--- src/rtl/clk_pkg.sv ---
package clk_pkg;
  localparam logic [2:0] VIEW_TIME  = 3'b001;
  localparam logic [2:0] VIEW_DATE  = 3'b010;
  localparam logic [2:0] VIEW_ALARM = 3'b100;

  localparam logic [7:0] ALARM_HOUR_RST = 8'h06;
  localparam logic [7:0] ALARM_MIN_RST  = 8'h30;

  typedef logic [7:0] bcd8_t;

  // Next value of a two-digit BCD counter that wraps to 00 after 'last'.
  function automatic bcd8_t bcd_step(input bcd8_t v, input bcd8_t last);
    bcd8_t r;
    if (v == last) r = 8'h00;
    else if (v[3:0] == 4'd9) r = {v[7:4] + 4'd1, 4'd0};
    else r = {v[7:4], v[3:0] + 4'd1};
    return r;
  endfunction
endpackage

--- src/rtl/key_debounce.sv ---
module key_debounce #(
  parameter int HOLD_CYCLES = 20000
) (
  input  logic clk,
  input  logic rst,
  input  logic raw,
  output logic press
);
  localparam int CW = $clog2(HOLD_CYCLES + 1);
  localparam logic [CW-1:0] LAST = CW'(HOLD_CYCLES - 1);

  logic [1:0]    sync_q;
  logic          stable_q;
  logic [CW-1:0] cnt_q;

  always_ff @(posedge clk) begin
    if (rst) begin
      sync_q   <= 2'b00;
      stable_q <= 1'b0;
      cnt_q    <= '0;
      press    <= 1'b0;
    end else begin
      sync_q <= {sync_q[0], raw};
      press  <= 1'b0;
      if (sync_q[1] == stable_q) begin
        cnt_q <= '0;
      end else if (cnt_q == LAST) begin
        cnt_q    <= '0;
        stable_q <= sync_q[1];
        press    <= sync_q[1];
      end else begin
        cnt_q <= cnt_q + 1'b1;
      end
    end
  end

  // a press pulse only follows a level that stayed high through the count
  assert_press_level_R7: assert property (@(posedge clk) disable iff (rst)
    press |-> stable_q);
endmodule

--- src/rtl/timekeeper.sv ---
module timekeeper
  import clk_pkg::*;
#(
  parameter int MAINS_DIV = 50
) (
  input  logic  clk,
  input  logic  rst,
  input  logic  locked,
  input  logic  data_valid,
  input  logic  sec_strobe,
  input  logic  mains_tick,
  input  bcd8_t load_hour,
  input  bcd8_t load_min,
  input  bcd8_t load_day,
  input  bcd8_t load_month,
  input  bcd8_t load_year,
  output bcd8_t hour,
  output bcd8_t min,
  output bcd8_t sec,
  output bcd8_t day,
  output bcd8_t month,
  output bcd8_t year
);
  localparam int DW = (MAINS_DIV > 1) ? $clog2(MAINS_DIV) : 1;
  localparam logic [DW-1:0] DIV_LAST = DW'(MAINS_DIV - 1);

  logic [DW-1:0] mdiv_q;
  logic load, mains_sec, adv;

  always_comb begin
    load      = sec_strobe && data_valid;
    mains_sec = !locked && mains_tick && (mdiv_q == DIV_LAST);
    adv       = !load && (locked ? sec_strobe : mains_sec);
  end

  always_ff @(posedge clk) begin
    if (rst || locked) mdiv_q <= '0;
    else if (mains_tick) mdiv_q <= (mdiv_q == DIV_LAST) ? '0 : mdiv_q + 1'b1;
  end

  always_ff @(posedge clk) begin
    if (rst) begin
      hour  <= 8'h00;
      min   <= 8'h00;
      sec   <= 8'h00;
      day   <= 8'h01;
      month <= 8'h01;
      year  <= 8'h00;
    end else if (load) begin
      hour  <= load_hour;
      min   <= load_min;
      sec   <= 8'h00;
      day   <= load_day;
      month <= load_month;
      year  <= load_year;
    end else if (adv) begin
      sec <= bcd_step(sec, 8'h59);
      if (sec == 8'h59) begin
        min <= bcd_step(min, 8'h59);
        if (min == 8'h59) hour <= bcd_step(hour, 8'h23);
      end
    end
  end

  // preset lands on the next edge with seconds cleared
  assert_preset_R1: assert property (@(posedge clk) disable iff (rst)
    (sec_strobe && data_valid) |=> (sec == 8'h00 && hour == $past(load_hour)
                                    && min == $past(load_min)));
  // unlocked with no mains tick and no preset, time holds
  assert_hold_unlocked_R5: assert property (@(posedge clk) disable iff (rst)
    (!locked && !mains_tick && !data_valid) |=> $stable({hour, min, sec}));
  // locked with no strobe, time holds whatever the mains input does
  assert_hold_locked_R4: assert property (@(posedge clk) disable iff (rst)
    (locked && !sec_strobe) |=> $stable({hour, min, sec}));
  // seconds stay legal BCD
  assert_sec_range_R2: assert property (@(posedge clk) disable iff (rst)
    (sec[3:0] <= 4'd9 && sec[7:4] <= 4'd5));
endmodule

--- src/rtl/alarm_unit.sv ---
module alarm_unit
  import clk_pkg::*;
#(
  parameter int TONE_HALF = 250,
  parameter int BEEP_HALF = 40000
) (
  input  logic  clk,
  input  logic  rst,
  input  logic  in_alarm_view,
  input  logic  slow_press,
  input  logic  fast_press,
  input  bcd8_t hour,
  input  bcd8_t min,
  output bcd8_t al_hour,
  output bcd8_t al_min,
  output logic  alarm_on,
  output logic  alarm_out
);
  localparam int TW = $clog2(TONE_HALF + 1);
  localparam int BW = $clog2(BEEP_HALF + 1);
  localparam logic [TW-1:0] T_LAST = TW'(TONE_HALF - 1);
  localparam logic [BW-1:0] B_LAST = BW'(BEEP_HALF - 1);

  logic [TW-1:0] tcnt_q;
  logic [BW-1:0] bcnt_q;
  logic tone_q, gate_q;
  logic full_match, min_only;

  always_comb begin
    full_match = (hour == al_hour) && (min == al_min);
    min_only   = (min == al_min) && (hour != al_hour);
  end

  always_ff @(posedge clk) begin
    if (rst) begin
      al_hour <= ALARM_HOUR_RST;
      al_min  <= ALARM_MIN_RST;
    end else if (in_alarm_view) begin
      if (slow_press) al_min  <= bcd_step(al_min, 8'h59);
      if (fast_press) al_hour <= bcd_step(al_hour, 8'h23);
    end
  end

  always_ff @(posedge clk) begin
    if (rst) alarm_on <= 1'b0;
    else if (full_match) alarm_on <= 1'b1;
    else if (min_only) alarm_on <= 1'b0;
  end

  always_ff @(posedge clk) begin
    if (rst) begin
      tcnt_q <= '0; bcnt_q <= '0;
      tone_q <= 1'b0; gate_q <= 1'b0;
      alarm_out <= 1'b0;
    end else begin
      if (tcnt_q == T_LAST) begin tcnt_q <= '0; tone_q <= ~tone_q; end
      else tcnt_q <= tcnt_q + 1'b1;
      if (bcnt_q == B_LAST) begin bcnt_q <= '0; gate_q <= ~gate_q; end
      else bcnt_q <= bcnt_q + 1'b1;
      alarm_out <= alarm_on && gate_q && tone_q;
    end
  end

  // no tone unless the latch was set the cycle before
  assert_quiet_R12: assert property (@(posedge clk) disable iff (rst)
    !alarm_on |=> !alarm_out);
  // a full match always leaves the latch set
  assert_arm_R11: assert property (@(posedge clk) disable iff (rst)
    (hour == al_hour && min == al_min) |=> alarm_on);
  // the setting never changes outside the alarm view
  assert_set_locked_R10: assert property (@(posedge clk) disable iff (rst)
    !in_alarm_view |=> $stable({al_hour, al_min}));
endmodule

--- src/rtl/display_select.sv ---
module display_select
  import clk_pkg::*;
(
  input  logic        clk,
  input  logic        rst,
  input  logic        step,
  input  bcd8_t       hour,
  input  bcd8_t       min,
  input  bcd8_t       sec,
  input  bcd8_t       day,
  input  bcd8_t       month,
  input  bcd8_t       year,
  input  bcd8_t       al_hour,
  input  bcd8_t       al_min,
  output logic [2:0]  view,
  output logic [23:0] digits,
  output logic [5:0]  blank
);
  logic [23:0] dig_n;
  logic [5:0]  blk_n;

  always_ff @(posedge clk) begin
    if (rst) view <= VIEW_TIME;
    else if (step) view <= {view[1:0], view[2]};
  end

  // Exactly one view drives the shared digits.
  always_comb begin
    dig_n = {hour, min, sec};
    blk_n = 6'b000000;
    unique case (1'b1)
      view[1]: begin
        dig_n = {day, month, year};
        blk_n[3] = (month[7:4] == 4'd0);
      end
      view[2]: begin
        dig_n = {al_hour, al_min, 8'h00};
        blk_n[5] = (al_hour[7:4] == 4'd0);
        blk_n[1:0] = 2'b11;
      end
      default: begin
        blk_n[5] = (hour[7:4] == 4'd0);
      end
    endcase
  end

  always_ff @(posedge clk) begin
    if (rst) begin
      digits <= 24'h000000;
      blank  <= 6'b100000;
    end else begin
      digits <= dig_n;
      blank  <= blk_n;
    end
  end

  // the selector ring never loses or duplicates its token
  assert_one_view_R6: assert property (@(posedge clk) disable iff (rst)
    $countones(view) == 1);
  // a step moves the token to the next position
  assert_rotate_R6: assert property (@(posedge clk) disable iff (rst)
    step |=> view == {$past(view[1:0]), $past(view[2])});
endmodule

--- src/rtl/selfset_clock.sv ---
module selfset_clock
  import clk_pkg::*;
#(
  parameter int DEBOUNCE_CYCLES = 20000,
  parameter int MAINS_DIV       = 50,
  parameter int TONE_HALF       = 250,
  parameter int BEEP_HALF       = 40000
) (
  input  logic        clk,
  input  logic        rst,
  input  logic        locked,
  input  logic        data_valid,
  input  logic        sec_strobe,
  input  logic        mains_tick,
  input  logic [7:0]  load_hour,
  input  logic [7:0]  load_min,
  input  logic [7:0]  load_day,
  input  logic [7:0]  load_month,
  input  logic [7:0]  load_year,
  input  logic        btn_view,
  input  logic        btn_slow,
  input  logic        btn_fast,
  output logic [2:0]  view,
  output logic [23:0] digits,
  output logic [5:0]  blank,
  output logic        alarm_on,
  output logic        alarm_out
);
  localparam int NKEYS = 3;

  logic [NKEYS-1:0] raw_keys, presses;
  bcd8_t hour, min, sec, day, month, year, al_hour, al_min;

  assign raw_keys = {btn_fast, btn_slow, btn_view};

  for (genvar k = 0; k < NKEYS; k++) begin : g_keys
    key_debounce #(.HOLD_CYCLES(DEBOUNCE_CYCLES)) u_deb (
      .clk(clk), .rst(rst), .raw(raw_keys[k]), .press(presses[k]));
  end

  timekeeper #(.MAINS_DIV(MAINS_DIV)) u_time (
    .clk(clk), .rst(rst), .locked(locked), .data_valid(data_valid),
    .sec_strobe(sec_strobe), .mains_tick(mains_tick),
    .load_hour(load_hour), .load_min(load_min), .load_day(load_day),
    .load_month(load_month), .load_year(load_year),
    .hour(hour), .min(min), .sec(sec), .day(day), .month(month), .year(year));

  alarm_unit #(.TONE_HALF(TONE_HALF), .BEEP_HALF(BEEP_HALF)) u_alarm (
    .clk(clk), .rst(rst), .in_alarm_view(view[2]),
    .slow_press(presses[1]), .fast_press(presses[2]),
    .hour(hour), .min(min), .al_hour(al_hour), .al_min(al_min),
    .alarm_on(alarm_on), .alarm_out(alarm_out));

  display_select u_disp (
    .clk(clk), .rst(rst), .step(presses[0]),
    .hour(hour), .min(min), .sec(sec), .day(day), .month(month), .year(year),
    .al_hour(al_hour), .al_min(al_min),
    .view(view), .digits(digits), .blank(blank));

  // hours never leave 00..23
  assert_hour_range_R3: assert property (@(posedge clk) disable iff (rst)
    (hour <= 8'h23 && hour[3:0] <= 4'd9));
endmodule

--- config.mk ---
export PLATFORM = sky130hd
export DESIGN_NAME = selfset_clock
export DESIGN_NICKNAME = d
export VERILOG_FILES = /design/src/rtl/clk_pkg.sv /design/src/rtl/key_debounce.sv /design/src/rtl/timekeeper.sv /design/src/rtl/alarm_unit.sv /design/src/rtl/display_select.sv /design/src/rtl/selfset_clock.sv
export SDC_FILE = /design/constraint.sdc
export NUM_CORES = 1
export LEC_CHECK = 0
export BUFFER_PORTS_ARGS = -buffer_cell sky130_fd_sc_hd__buf_4
export CAP_MARGIN = 20
export CORE_ASPECT_RATIO = 0.6
export CORE_MARGIN = 8
export CORE_UTILIZATION = 30
export DETAILED_ROUTE_END_ITERATION = 8
export SLEW_MARGIN = 20
export SYNTH_ARGS = -nofsm -noshare
export SYNTH_HDL_FRONTEND = slang
export SYNTH_SLANG_ARGS = --single-unit
--- constraint.sdc ---
create_clock -name clk -period 2.75 [get_ports clk]
set_input_delay 0.275 -clock clk [delete_from_list [all_inputs] [get_ports clk]]
set_output_delay 0.275 -clock clk [all_outputs]
set_load 0.03 [all_outputs]
==> results of run 1 <==
-- sequential cells by signal (all words and copies together) (netlist names), 3 cells and up --
| register | flops |
|---|---|
| g_keys.u_deb.cnt_q | 45 |
| u_disp.digits | 24 |
| u_alarm.bcnt_q | 16 |
| u_alarm.al_hour | 8 |
| u_alarm.al_min | 8 |
| u_alarm.tcnt_q | 8 |
| u_time.day | 8 |
| u_time.hour | 8 |
| u_time.min | 8 |
| u_time.month | 8 |
| u_time.sec | 8 |
| u_time.year | 8 |
| g_keys.u_deb.sync_q | 6 |
| u_time.mdiv_q | 6 |
| g_keys.u_deb.press | 3 |
| g_keys.u_deb.stable_q | 3 |
| u_disp.blank | 3 |
| u_disp.view | 3 |
-- cell usage in the layout, fill, tap and decap left out, drive strengths merged, types with 6 or more instances in the layout --
| cell type | count |
|---|---|
| buf | 90 |
| ha | 30 |
| and2 | 8 |
| dfxtp | 185 |
| nand3 | 39 |
| clkinv | 7 |
| o21ai | 15 |
| nand2b | 8 |
| and3 | 12 |
| clkbuf | 19 |
| nand2 | 111 |
| nor3 | 26 |
| nor2b | 11 |
| nor4 | 9 |
| xnor2 | 50 |
| or3 | 6 |
| nand4 | 22 |
| xor2 | 46 |
| nand3b | 10 |
| a21oi | 61 |
| nor2 | 133 |
| mux2i | 7 |
| a22oi | 26 |
| inv | 30 |
-- area by class of cell --
cell class / count / area [µm²]
Fill cell: 2781 / 17670
Multi-Input combinational cell: 696 / 4294
Sequential cell: 185 / 3704
Timing Repair Buffer: 90 / 675.6
Tap cell: 367 / 459.2
Clock buffer: 19 / 442.9
Clock inverter: 13 / 120.1
Inverter: 27 / 101.3
-- per-layer routing --
metal,part of all wire,up-vias
met1,0.54,3131
met3,0.075,12
met4,0.0067,2
met2,0.38,167
li1,-,3378
met5,0.00064,-
-- worst max-delay path, delay by kind of cell (launching register included) --
kind,cells,cell delay [ns]
adder cells (fa/ha/maj),1,0.28
AO/OA/AOI/OAI,2,0.34
flip-flops,1,0.43
AND/OR/NAND/NOR,3,1.07
-- logic make-up (layout without fill, tap and decap cells) --
| family | Yosys count | after routing | synth area share |
|---|---|---|---|
| and+or+nand+nor | 423 | 423 | 0.2521 |
| DFF | 185 | 185 | 0.4440 |
| AOI/OAI and AO/OA | 138 | 138 | 0.1071 |
| xor gates and xnor gates | 96 | 96 | 0.1008 |
| buffers and inverters | 78 | 149 | 0.04215 |
| adders and majority gates | 30 | 30 | 0.04500 |
| muxes | 7 | 7 | 0.008400 |
| other | 1 | 2 | 0.0004495 |
-- report_power, final --
part           switching (mW)  total [mW]  leakage (nW)  internal (mW)
clock                    1.09        2.37         0.275           1.28
sequential             0.0408        2.77          1.50           2.72
combinational           0.167       0.286          1.77          0.119
total                    1.29        5.42          3.54           4.13
-- final timing paths --
path | from | endpoint | slack [ns] | depth (start not counted)
hold reg to reg | g_keys[2].u_deb.sync_q[0] | g_keys[2].u_deb.sync_q[1] | 0.44 | 1
setup / recovery | u_time.sec[0] | u_time.hour[4] | 0.54 | 6
hold / removal | btn_slow | g_keys[1].u_deb.sync_q[0] | 0.05 | 2
setup reg to reg | u_time.sec[0] | u_time.hour[4] | 0.54 | 6
==> load_flow_metrics.sql, run 1 <==
INSERT INTO impl_metrics (metric_group, metric, value, unit) VALUES
('status', 'status', 'complete, no violations', ''),
('routing', 'detail_route.drc_violations', '0', ''),
('floorplan', 'placement_rows', '47', ''),
('global_route', 'groute.layer.met3.usage', '0.03894', ''),
('clock_network', 'clk-insertion-delay-late', '0.43', 'ns'),
('synth', 'syn-mean-instance-area', '8.707', 'µm²'),
('global_route', 'initial_antenna_violation_count', '1', ''),
('clock_network', 'tritoncts_clock_tree', 'done', ''),
('global_route', 'globalRoute.busiestLayer', 'met1', ''),
('setup_path', 'required', '3.10', 'ns'),
('synth', 'syn-cell-area', '8342', 'µm²'),
('hold_path', 'hold_class', 'in2reg', ''),
('placement', 'finalWeightedCongestion', '0.8622', ''),
('synth', 'synth.top_cells.by_area', 'dfxtp_1 (44%), nor2_1 (6.0%), xnor2_1 (5.2%), nand2_1 (5.0%), xor2_1 (4.8%)', ''),
('floorplan', 'design.die.area', '33570', 'µm²'),
('finish', 'area_growth', '17.44', '%'),
('finish', 'fin_nets', '1096', ''),
('global_route', 'grt_max_degree', '45', ''),
('setup_path', 'max_stage_delay', '0.56', 'ns'),
('timing', 'final-setup-viol-count', '0', ''),
('timing', 'finalClockSkew', '0.01063', 'ns'),
('floorplan', 'core_area', '27460', 'µm²'),
('timing', 'drv_slew', '0', ''),
('global_route', 'globalRouteOverflowTotal', '0', ''),
('routing', 'detail_route.wirelength', '20.24', 'mm'),
('global_route', 'grt_first_pass_wirelength', '33.18', 'mm'),
('timing', 'max_freq', '0.4527', 'GHz'),
('timing', 'hold_ws', '0.05310', 'ns'),
('placement', 'place_worst_setup_slack', '0.5754', 'ns'),
('global_route', 'gr-usage-all-layers', '0.1198', ''),
('finish', 'finalInstanceArea', '9797', 'µm²'),
('power', 'total_power', '5.419', 'mW'),
('placement', 'cell_area_after_placement', '9234', 'µm²'),
('global_route', 'global_route.usage.met2', '0.1553', ''),
('synth', 'synthCells', '958', ''),
('synth', 'netlist-cell-type-count', '68', ''),
('placement', 'count_of_input_and_output_buffers', '81', ''),
('floorplan', 'starting_density_of_the_core', '0.3037', ''),
('setup_path', 'slowest_stage', 'or4_1', ''),
('clock_network', 'ctsLongestPathBuffers', '2', ''),
('synth', 'synth_top_area_cell', 'dfxtp_1', ''),
('finish', 'antennaDiodeCount', '0', ''),
('timing', 'worst_margin_slew', '0.7583', 'ns'),
('routing', 'route.vias.total', '6690', ''),
('synth', 'synth_enable_flop_cells', '0', ''),
('timing', 'setup_slack_of_the_critical_path_after_layout', '0.5410', 'ns'),
('setup_path', 'worst-setup-path-type', 'reg2reg', ''),
('power', 'powerDensity', '553.1', 'nW/µm²'),
('global_route', 'groute.layer.met1.usage', '0.1847', ''),
('timing', 'fraction_of_the_cycle_the_final_worst_path_needs', '0.8033', ''),
('finish', 'final_non_filler_cell_total', '1397', ''),
('floorplan', 'chipWidth', '231.3', 'µm'),
('run', 'timing.max_cap.violations', '0', ''),
('clock_network', 'cts_post_setup_buffers_inserted', '0', ''),
('routing', 'viasPerCell', '4.789', ''),
('clock_network', 'htree_num_levels', '4', ''),
('synth', 'synth.cells.most_frequent', 'dfxtp_1 (185), nor2_1 (133), nand2_1 (111)', ''),
('clock_network', 'clkTransAtPathRegs', '0.07', 'ns'),
('timing', 'setup_total_neg_slack', '0', 'ns'),
('setup_path', 'setup_crit_start_kind', 'flip-flop', ''),
('clock_network', 'clock-sinks', '185', ''),
('timing', 'timing.final.crit_period', '2.209', 'ns'),
('routing', 'detail_route.first_pass.iterations', '4', ''),
('synth', 'synth_warnings', '0', ''),
('synth', 'async_flop_share', '0', ''),
('routing', 'routedWlPerCell', '14.49', 'µm'),
('clock_network', 'cts-root-buf', 'clkbuf_16', ''),
('floorplan', 'pin_count', '84', ''),
('finish', 'fin_util', '0.3567', ''),
('timing', 'hold_viol_final', '0', ''),
('clock_network', 'cts_resized', '0', '');
No activity file was read; power rests on OpenSTA's default activity.
==> run 2, diff against run 1 <==
Clock period 2.75 ns to 2 ns, I/O delays scaled along.
==> load_flow_metrics.sql, run 2 (synthesized netlist as in run 1, its figures left out) <==
INSERT INTO impl_metrics (metric_group, metric, value, unit) VALUES
('power', 'leakagePower', '3.861', 'nW'),
('clock_network', 'clkTransAtPathRegs', '0.07', 'ns'),
('setup_path', 'rr_worst_depth', '9', ''),
('routing', 'detail_route.first_pass.iterations', '5', ''),
('routing', 'viasPerCell', '4.702', ''),
('setup_path', 'critical_path.top_delay_family', 'buffers and inverters', ''),
('setup_path', 'critPathMaxFanout', '4', ''),
('routing', 'routedWlPerCell', '14.34', 'µm'),
('global_route', 'initial_antenna_violation_count', '1', ''),
('finish', 'largest_register_ffs', '45', ''),
('clock_network', 'cts-root-buf', 'clkbuf_16', ''),
('floorplan', 'chipWidth', '231.3', 'µm'),
('power', 'vdd_ir_drop_max', '485.6', 'µV'),
('placement', 'cell_area_after_placement', '9547', 'µm²'),
('finish', 'antennaDiodeCount', '0', ''),
('finish', 'finalInstanceArea', '10310', 'µm²'),
('status', 'status', 'complete, no violations', ''),
('setup_path', 'critical_path.endpoint_type', 'flip-flop', ''),
('power', 'powerDensity', '763.6', 'nW/µm²'),
('finish', 'biggestRegsByFlops', 'g_keys.u_deb.cnt_q (45), u_disp.digits (24), u_alarm.bcnt_q (16)', ''),
('timing', 'final-setup-viol-count', '0', ''),
('setup_path', 'setup_crit_start_kind', 'flip-flop', ''),
('timing', 'setup_total_neg_slack', '0', 'ns'),
('routing', 'detail_route.drc_violations', '0', ''),
('floorplan', 'placement_rows', '47', ''),
('global_route', 'globalRouteOverflowTotal', '0', ''),
('global_route', 'first_global_vias', '6348', ''),
('placement', 'count_of_input_and_output_buffers', '81', ''),
('setup_path', 'slowest_stage', 'dfxtp_1', ''),
('placement', 'dp_hpwl', '15.13', 'mm'),
('timing', 'fraction_of_the_cycle_the_final_worst_path_needs', '0.9830', ''),
('routing', 'route.vias.total', '6804', ''),
('finish', 'mostFrequentLayoutCell', 'dfxtp_1', ''),
('timing', 'grt_setup_unrepaired', 'yes', ''),
('routing', 'detail_route.wirelength', '20.75', 'mm'),
('setup_path', 'crit_path_frequent_cell', 'buf_4', ''),
('hold_path', 'min_path_cells', '3', ''),
('floorplan', 'design.die.area', '33570', 'µm²'),
('timing', 'timing.final.crit_period', '1.966', 'ns'),
('finish', 'register_ranked_first_by_flip_flop_count', 'g_keys.u_deb.cnt_q', ''),
('timing', 'max_freq', '0.5086', 'GHz'),
('timing', 'worst_margin_slew', '0.5301', 'ns'),
('setup_path', 'path_cells', 'inv_1 > ha_1 > nand2_1 > nor3_2 > buf_4 > a22oi_1 > buf_4 > a211oi_1 > a21oi_1', ''),
('timing', 'setup_slack_of_the_critical_path_after_layout', '0.03395', 'ns'),
('finish', 'fin_util', '0.3756', ''),
('floorplan', 'core_area', '27460', 'µm²'),
('finish', 'area_growth', '23.64', '%'),
('clock_network', 'clock-sinks', '185', ''),
('setup_path', 'max_stage_delay', '0.34', 'ns'),
('global_route', 'gr-usage-all-layers', '0.1222', ''),
('run', 'timing.max_cap.violations', '0', ''),
('timing', 'finalClockSkew', '0.009352', 'ns'),
('setup_path', 'worst-setup-path-type', 'reg2reg', ''),
('setup_path', 'worst-endpoint-arrival', '2.27', 'ns'),
('global_route', 'grt_max_degree', '48', ''),
('routing', 'initial_detailed_routing_violation_count', '622', ''),
('finish', 'layout.cells.most_common_list', 'dfxtp_1 (185), buf_4 (135), nor2_1 (133)', ''),
('clock_network', 'ctsLongestPathBuffers', '2', ''),
('setup_path', 'required', '2.31', 'ns'),
('finish', 'post_route_cells_drive_above_1_share', '0.1731', ''),
('floorplan', 'die_height', '145.2', 'µm'),
('timing', 'timing.max_slew.rel_slack', '0.6433', ''),
('placement', 'place_worst_setup_slack', '-0.02679', 'ns'),
('hold_path', 'hold_class', 'in2reg', ''),
('clock_network', 'clk-insertion-delay-late', '0.43', 'ns'),
('floorplan', 'pin_count', '84', ''),
('clock_network', 'htree_num_levels', '4', ''),
('floorplan', 'starting_density_of_the_core', '0.3037', ''),
('power', 'total_power', '7.875', 'mW'),
('setup_path', 'path_depth', '9', ''),
('finish', 'fin_nets', '1147', ''),
('clock_network', 'tritoncts_clock_tree', 'done', ''),
('timing', 'hold_viol_final', '0', ''),
('placement', 'finalWeightedCongestion', '0.8714', ''),
('timing', 'drv_slew', '0', ''),
('setup_path', 'critical_path.n_buffers_inverters', '3', ''),
('global_route', 'grt_first_pass_wirelength', '33.89', 'mm'),
('clock_network', 'cts_buffers', '17', ''),
('routing', 'final_antenna_net_count', '0', '');
-- run 2: repair_timing --
action | 4_1_cts | 5_1_grt
endpoints found under the hold margin | 6 | 0
pin swaps | 0 | 4
endpoints found under the setup margin | 1 | 7
setup buffers | 0 | 3
resized for setup | 2 | 8
hold buffers | 6 | 0
-- run 2: routing by layer --
layer / global-route usage / share of wire / wire length [µm]
met1: 0.1917 / 0.54 / 11170
met2: 0.1593 / 0.38 / 7945
met3: 0.03485 / 0.070 / 1451
met4: 0.02368 / 0.0082 / 170
met5: 0 / 0.00063 / 13
-- run 2: through the flow --
step | cells | hold slack (ns)
floorplan | 959 | 0.3243
global placement | 1407 | 0.4180
detailed placement | 1407 | 0.4214
CTS | 1444 | 0.0005826
global route | 1447 | 0.004755
finish | 1447 | 0.01747
-- run 2: worst paths after layout --
kind | startpoint | endpoint | slack (ns)
max | u_time.mdiv_q[1] | u_time.min[2] | 0.03
min | load_month[1] | u_time.month[1] | 0.02
max reg2reg | u_time.mdiv_q[1] | u_time.min[2] | 0.03
min reg2reg | g_keys[1].u_deb.sync_q[0] | g_keys[1].u_deb.sync_q[1] | 0.44
-- run 2: layout make-up --
type	count	area (µm²)
Sequential cell	185	3704
Fill cell	2721	17150
Timing Repair Buffer	141	1074
Inverter	27	101.3
Clock buffer	21	460.4
Multi-Input combinational cell	696	4352
Clock inverter	10	163.9
Tap cell	367	459.2
-- run 2: worst reg2reg max path: cells and delay by family (launching register included) --
family	cells	cell delay, ns
compound gates	3	0.45
fa+ha+maj	1	0.14
buf+inv	3	0.46
flops	1	0.34
simple gates	2	0.46
-- run 2: report_power, final --
| group | internal, mW | switching [mW] | leakage (nW) | total, mW |
|---|---|---|---|---|
| Clock | 2.16 | 1.46 | 0.304 | 3.62 |
| Sequential | 3.75 | 0.0422 | 1.50 | 3.79 |
| Combinational | 0.200 | 0.261 | 2.06 | 0.461 |
